===== src/rtl/csp_pkg.sv =====
// Package: shared types and constants for the cluster sample packer.
// Assumes a 16-bit input bus and four clock cycles per base period.
package csp_pkg;
    localparam int WORD_W   = 16;
    localparam int PHASES   = 4;
    localparam int PHASE_W  = $clog2(PHASES);

    typedef enum logic [1:0] {
        MODE_X16 = 2'd0,
        MODE_X8  = 2'd1,
        MODE_X4  = 2'd2
    } chmode_e;

    // Maps the configuration code to a channel mode
    function automatic chmode_e decode_mode(input logic [7:0] code);
        if (code == 8'hF0)      return MODE_X4;
        else if (code == 8'h00) return MODE_X8;
        else                    return MODE_X16;
    endfunction
endpackage


===== src/rtl/csp_timer.sv =====
// Module: clock-phase, fraction divider and base-period timestamp.
// The phase counts clocks inside a base period. The divider groups base
// periods into events (16-channel mode only). The timestamp counts base
// periods and wraps. Assumes the mode and frac stay static outside reset.
module csp_timer
    import csp_pkg::*;
#(
    parameter int TS_W   = 16,
    parameter int FRAC_W = 8
) (
    input  logic                 clk,
    input  logic                 rst_n,
    input  chmode_e              mode,
    input  logic [FRAC_W-1:0]    frac,
    output logic [PHASE_W-1:0]   phase,
    output logic                 ev_start,
    output logic                 ev_end,
    output logic [TS_W-1:0]      ts
);
    localparam logic [PHASE_W-1:0] PH_LAST = PHASE_W'(PHASES - 1);

    logic [FRAC_W-1:0] div_q;
    logic [FRAC_W-1:0] frac_eff;

    // Fraction applies only when all sixteen channels are captured
    assign frac_eff = (mode == MODE_X16) ? frac : '0;

    // Event boundaries from the phase and the divider count
    assign ev_start = (phase == '0) && (div_q == '0);
    assign ev_end   = (phase == PH_LAST) && (div_q == frac_eff);

    // Advance phase, divider and timestamp
    always_ff @(posedge clk) begin
        if (!rst_n) begin
            phase <= '0;
            div_q <= '0;
            ts    <= '0;
        end else begin
            phase <= phase + 1'b1;
            if (phase == PH_LAST) begin
                ts    <= ts + 1'b1;
                div_q <= (div_q == frac_eff) ? '0 : div_q + 1'b1;
            end
        end
    end
endmodule


===== src/rtl/csp_event_builder.sv =====
// Module: assembles one event word from fast samples.
// Writes sample k of channel l to bit l*S+k. Raises ev_valid for one
// cycle after the event's last clock. While ev_valid is high, ev_word and
// ev_ts still hold the completed event. They are overwritten only at the
// end of that cycle.
module csp_event_builder
    import csp_pkg::*;
#(
    parameter int TS_W = 16
) (
    input  logic                 clk,
    input  logic                 rst_n,
    input  chmode_e              mode,
    input  logic [PHASE_W-1:0]   phase,
    input  logic                 ev_start,
    input  logic                 ev_end,
    input  logic [WORD_W-1:0]    din,
    input  logic [TS_W-1:0]      ts,
    output logic                 ev_valid,
    output logic [WORD_W-1:0]    ev_word,
    output logic [TS_W-1:0]      ev_ts
);
    logic              smp;
    logic [1:0]        k;
    logic [WORD_W-1:0] acc_n;

    // Decide when a sample is taken and which sample slot it fills
    always_comb begin
        smp = 1'b0;
        k   = 2'd0;
        unique case (mode)
            MODE_X4: begin smp = 1'b1;      k = phase;            end
            MODE_X8: begin smp = !phase[0]; k = {1'b0, phase[1]}; end
            default: begin smp = ev_start;  k = 2'd0;             end
        endcase
    end

    // Merge the current sample into the event word, channel-major
    always_comb begin
        acc_n = ev_word;
        if (smp) begin
            unique case (mode)
                MODE_X4: for (int l = 0; l < WORD_W / 4; l++) acc_n[l * 4 + int'(k)] = din[l];
                MODE_X8: for (int l = 0; l < WORD_W / 2; l++) acc_n[l * 2 + int'(k)] = din[l];
                default: acc_n = din;
            endcase
        end
    end

    // Hold the word, the event start time and the completion strobe
    always_ff @(posedge clk) begin
        if (!rst_n) begin
            ev_word  <= '0;
            ev_ts    <= '0;
            ev_valid <= 1'b0;
        end else begin
            ev_word  <= acc_n;
            ev_valid <= ev_end;
            if (ev_start) ev_ts <= ts;
        end
    end
endmodule


===== src/rtl/csp_cluster_packer.sv =====
// Module: gathers events into clusters and streams them as words.
// Holds one cluster being filled and one being sent. A cluster that
// completes while the send buffer is busy is dropped, and overflow is set.
// Assumes EVENTS_PER_CLUSTER >= 2.
module csp_cluster_packer
    import csp_pkg::*;
#(
    parameter int TS_W               = 16,
    parameter int EVENTS_PER_CLUSTER = 7
) (
    input  logic                 clk,
    input  logic                 rst_n,
    input  logic                 ev_valid,
    input  logic [WORD_W-1:0]    ev_word,
    input  logic [TS_W-1:0]      ev_ts,
    input  logic                 out_ready,
    output logic                 out_valid,
    output logic [WORD_W-1:0]    out_data,
    output logic                 overflow
);
    localparam int OUT_WORDS = EVENTS_PER_CLUSTER + 1;
    localparam int SLOT_W    = $clog2(EVENTS_PER_CLUSTER);
    localparam int IDX_W     = $clog2(OUT_WORDS);
    localparam logic [SLOT_W-1:0] SLOT_LAST = SLOT_W'(EVENTS_PER_CLUSTER - 1);
    localparam logic [IDX_W-1:0]  IDX_LAST  = IDX_W'(OUT_WORDS - 1);

    logic [WORD_W-1:0] fill_q [EVENTS_PER_CLUSTER];
    logic [TS_W-1:0]   fill_ts;
    logic [SLOT_W-1:0] slot_q;
    logic [WORD_W-1:0] out_q  [OUT_WORDS];
    logic [IDX_W-1:0]  idx_q;
    logic              busy_q;

    assign out_valid = busy_q;
    assign out_data  = out_q[idx_q];

    // Fill slots, hand complete clusters over, and flag drops
    always_ff @(posedge clk) begin
        if (!rst_n) begin
            slot_q   <= '0;
            fill_ts  <= '0;
            overflow <= 1'b0;
            busy_q   <= 1'b0;
            idx_q    <= '0;
        end else begin
            if (busy_q && out_ready) begin
                if (idx_q == IDX_LAST) busy_q <= 1'b0;
                else                   idx_q  <= idx_q + 1'b1;
            end
            if (ev_valid) begin
                fill_q[slot_q] <= ev_word;
                if (slot_q == '0) fill_ts <= ev_ts;
                if (slot_q == SLOT_LAST) begin
                    slot_q <= '0;
                    if (!busy_q) begin
                        out_q[0] <= WORD_W'(fill_ts);
                        for (int i = 0; i < EVENTS_PER_CLUSTER - 1; i++)
                            out_q[i + 1] <= fill_q[i];
                        out_q[OUT_WORDS - 1] <= ev_word;
                        busy_q <= 1'b1;
                        idx_q  <= '0;
                    end else begin
                        overflow <= 1'b1;
                    end
                end else begin
                    slot_q <= slot_q + 1'b1;
                end
            end
        end
    end
endmodule


===== src/rtl/ts_cluster_packer.sv =====
// Module: top of the timestamped cluster sample packer.
// Decodes the channel mode and chains the timer, the event builder and
// the cluster packer. mode_code and frac are static outside reset.
module ts_cluster_packer
    import csp_pkg::*;
#(
    parameter int TS_W               = 16,
    parameter int FRAC_W             = 8,
    parameter int EVENTS_PER_CLUSTER = 7
) (
    input  logic              clk,
    input  logic              rst_n,
    input  logic [15:0]       din,
    input  logic [7:0]        mode_code,
    input  logic [FRAC_W-1:0] frac,
    input  logic              out_ready,
    output logic              out_valid,
    output logic [15:0]       out_data,
    output logic              overflow
);
    chmode_e             mode;
    logic [PHASE_W-1:0]  phase;
    logic                ev_start, ev_end, ev_valid;
    logic [TS_W-1:0]     ts, ev_ts;
    logic [WORD_W-1:0]   ev_word;

    assign mode = decode_mode(mode_code);

    csp_timer #(.TS_W(TS_W), .FRAC_W(FRAC_W)) timer_i (
        .clk(clk), .rst_n(rst_n), .mode(mode), .frac(frac),
        .phase(phase), .ev_start(ev_start), .ev_end(ev_end), .ts(ts)
    );

    csp_event_builder #(.TS_W(TS_W)) builder_i (
        .clk(clk), .rst_n(rst_n), .mode(mode), .phase(phase),
        .ev_start(ev_start), .ev_end(ev_end), .din(din), .ts(ts),
        .ev_valid(ev_valid), .ev_word(ev_word), .ev_ts(ev_ts)
    );

    csp_cluster_packer #(.TS_W(TS_W), .EVENTS_PER_CLUSTER(EVENTS_PER_CLUSTER)) packer_i (
        .clk(clk), .rst_n(rst_n), .ev_valid(ev_valid), .ev_word(ev_word),
        .ev_ts(ev_ts), .out_ready(out_ready), .out_valid(out_valid),
        .out_data(out_data), .overflow(overflow)
    );
endmodule


===== config.mk =====
export PLATFORM = sky130hd
export DESIGN_NAME = ts_cluster_packer
export DESIGN_NICKNAME = d
export VERILOG_FILES = /design/src/rtl/csp_pkg.sv /design/src/rtl/csp_timer.sv /design/src/rtl/csp_event_builder.sv /design/src/rtl/csp_cluster_packer.sv /design/src/rtl/ts_cluster_packer.sv
export SDC_FILE = /design/constraint.sdc
export NUM_CORES = 1
export LEC_CHECK = 0
export BUFFER_PORTS_ARGS = -buffer_cell sky130_fd_sc_hd__buf_4
export CAP_MARGIN = 10
export CORE_UTILIZATION = 25
export DETAILED_ROUTE_END_ITERATION = 10
export PLACE_DENSITY = 0.46
export RECOVER_POWER = 25
export SYNTH_ARGS = -nofsm -noshare
export SYNTH_HDL_FRONTEND = slang
export SYNTH_HIERARCHICAL = 1
export SYNTH_SLANG_ARGS = --single-unit

===== constraint.sdc =====
create_clock -name clk -period 13.3 [get_ports clk]
set_input_delay 1.995 -clock clk [delete_from_list [all_inputs] [get_ports clk]]
set_output_delay 1.995 -clock clk [all_outputs]
set_load 0.1 [all_outputs]

==> flow_summary.json <==
{
  "outcome": "completed",
  "drv_cap": 0,
  "dp_hpwl_mm": 16.0,
  "synth_top_area_frac": 0.546,
  "drt-initial-drc-count": 441,
  "critPathKind": "input pin to flop",
  "yosys-top-cells-area": "edfxtp_1, dfxtp_1, mux4_1",
  "yosys_warnings": 6,
  "relSlewSlack": 0.309,
  "root_buffer": "clkbuf_16",
  "cts_buffers": 34,
  "fmax_ghz": 0.200,
  "drive_above_1_share": 0.171,
  "grt_pass1_wl_mm": 41.1,
  "setup_viol": 0,
  "slew_viol_final": 0,
  "clock-sinks": 307,
  "cts_tree": "done",
  "wl_per_cell_um": 17.2,
  "synth-async-reset-ratio": 0,
  "grt_usage": 0.107,
  "hold_path.class": "flop to flop",
  "hold_buffers": 0,
  "cts_resized": 0,
  "io_pins": 53,
  "top_layer": "met4",
  "fin_skew_ns": 0.0127,
  "irDropWorstVdd_mv": 0.0708,
  "clockBufferDepth": 3,
  "synth_enable_flop_cells": 224,
  "overflow": 0,
  "synth_seq_cells": 307,
  "finalSetupTns_ns": 0,
  "syn_area_per_cell_um2": 15.1,
  "place.gp.congestion": 0.781,
  "tightest_slew_ns": 1.04,
  "final_cell_mix": "edfxtp_1, dfxtp_1, buf_4",
  "p_comb_frac": 0.028,
  "io_buffers": 52,
  "syn_to_final_growth_pct": 17.1,
  "power_frac_seq": 0.533,
  "start_kind": "input pin",
  "p_clk_frac": 0.439,
  "leakagePower_nw": 4.74,
  "final_common_cell": "edfxtp_1",
  "wl_met2_mm": 12.5,
  "required_ns": 13.73,
  "grt_max_degree": 83,
  "critPathCaptureType": "flop",
  "cp_max_fo": 23,
  "finalPower_mw": 1.98,
  "row_count": 80,
  "fin_util": 0.300,
  "drc": 0,
  "intPower_mw": 1.56,
  "post_cts_buffers": 0,
  "dieArea_mm2": 0.0501,
  "synth.yosys.seq_area_share": 0.681,
  "power_density_mw_per_mm2": 137,
  "netlist-cell-type-count": 80,
  "syn-num-nets": 859,
  "routed_via_density": 4.38,
  "mappedNetlistArea_mm2": 0.0123,
  "path_clk_slew_ns": 0.06,
  "vias": 6803,
  "finalHoldViolations": 0,
  "grt_pass1_vias": 6799,
  "start_util": 0.256,
  "wl_mm": 26.7,
  "chipWidth_um": 224,
  "cp.arrival_ns": 5.41,
  "synth_top_flop_cell": "edfxtp_1",
  "fin_crit_ns": 4.99,
  "place_ws_ns": 7.84,
  "fin_crit_sh": 0.375,
  "drt_first_pass_iters": 6,
  "reg2regPathDepth": 4,
  "synth_top_area_cell": "edfxtp_1",
  "grt_setup_unrepaired": "no",
  "wl_met1_mm": 12.7,
  "antenna_found_initial": 0,
  "p_switching_mw": 0.422,
  "synthCells": 815,
  "setup_ws_ns": 8.31,
  "die_h_um": 224,
  "clk_latency_ns": 0.51,
  "cts_max_level": 2,
  "core_mm2": 0.0481,
  "dr_wl_met3_um": 970,
  "hold-path-cell-count": 0,
  "p_sw_frac": 0.213,
  "ant_nets": 0,
  "final_nets": 913
}
## path summary, 6_finish.rpt
kind | start | end | slack, ns
min | packer_i/fill_q[0][15] | packer_i/out_q[1][15] | 0.41
max reg2reg | packer_i/slot_q[1] | packer_i/out_q[0][9] | 10.21
min reg2reg | packer_i/fill_q[0][15] | packer_i/out_q[1][15] | 0.41
max | mode_code[1] | builder_i/ev_word[2] | 8.31
## kinds of logic after synthesis
group | Yosys count | share of synthesized area
compound gates | 135 | 0.0770
xor+xnor | 21 | 0.0149
fa+ha+maj | 9 | 0.00914
buf+inv | 66 | 0.0275
flops | 307 | 0.681
mux | 73 | 0.103
simple gates | 204 | 0.0877
## worst max-delay path: stages
cell and delay (ns):
buf_4 0.11, or4_4 0.52, nor2_1 0.35, ha_1 0.72, nor2b_1 0.29, o31a_1 0.72
o21ai_0 0.22, a311o_1 0.38, o22ai_1 0.10
## per-layer routing
layer | vias to the layer above | GRT usage
met5 | - | 0
li1 | 3264 | -
met4 | 0 | 0.0336
met1 | 3376 | 0.146
met3 | 36 | 0.0197
met2 | 127 | 0.172
## cell usage after synthesis (all sizes together) (4+ instances only)
cell type,number
a31oi,5
dfxtp,83
o221ai,7
mux2i,23
nand2b,4
nand3,33
a211oi,11
and3,7
edfxtp,224
nor2,42
mux4,32
clkbuf,24
nand4,7
xnor2,10
nor2b,26
nand3b,8
o21ai,47
buf,23
and4,6
mux2,18
a21oi,17
nand2,47
ha,9
o22ai,5
inv,16
and2,4
xor2,11
o211ai,10
## sequential cells by signal, summed over array words and instances, names as in the netlist
| signal | count |
|---|---|
| packer_i/out_q | 128 |
| packer_i/fill_q | 96 |
| builder_i/ev_ts | 16 |
| builder_i/ev_word | 16 |
| packer_i/fill_ts | 16 |
| timer_i/ts | 16 |
| timer_i/div_q | 8 |
| packer_i/idx_q | 3 |
| packer_i/slot_q | 3 |
| timer_i/phase | 2 |
| builder_i/ev_valid | 1 |
| packer_i/out_valid | 1 |
| packer_i/overflow | 1 |
## metrics by stage
| stage | cell area (um2) | instances | hold WS (ns) |
|---|---|---|---|
| after floorplan | 12300 | 815 | 0.400 |
| after global placement | 13400 | 1489 | 0.401 |
| after detailed placement | 13400 | 1489 | 0.405 |
| after CTS | 14400 | 1551 | 0.410 |
| after global routing | 14400 | 1551 | 0.406 |
| final | 14400 | 1552 | 0.410 |
## power by group through the flow
stage	combinational [mW]	sequential [mW]	clock, mW
2_1_floorplan	0.0378	1.06	0
3_3_place_gp	0.0557	1.08	0
3_5_place_dp	0.0561	1.08	0
4_1_cts	0.0563	1.06	0.903
5_1_grt	0.0612	1.06	0.942
6_report	0.0552	1.06	0.871
## layout make-up
cell class | instances | area [um2]
Antenna cell | 1 | 2.50
Timing Repair Buffer | 66 | 495
Clock buffer | 50 | 952
Multi-Input combinational cell | 442 | 3600
Sequential cell | 307 | 8390
Fill cell | 4856 | 33700
Inverter | 18 | 67.6
Clock inverter | 12 | 87.6
Tap cell | 656 | 821
Power figures use the tool's default switching activity.
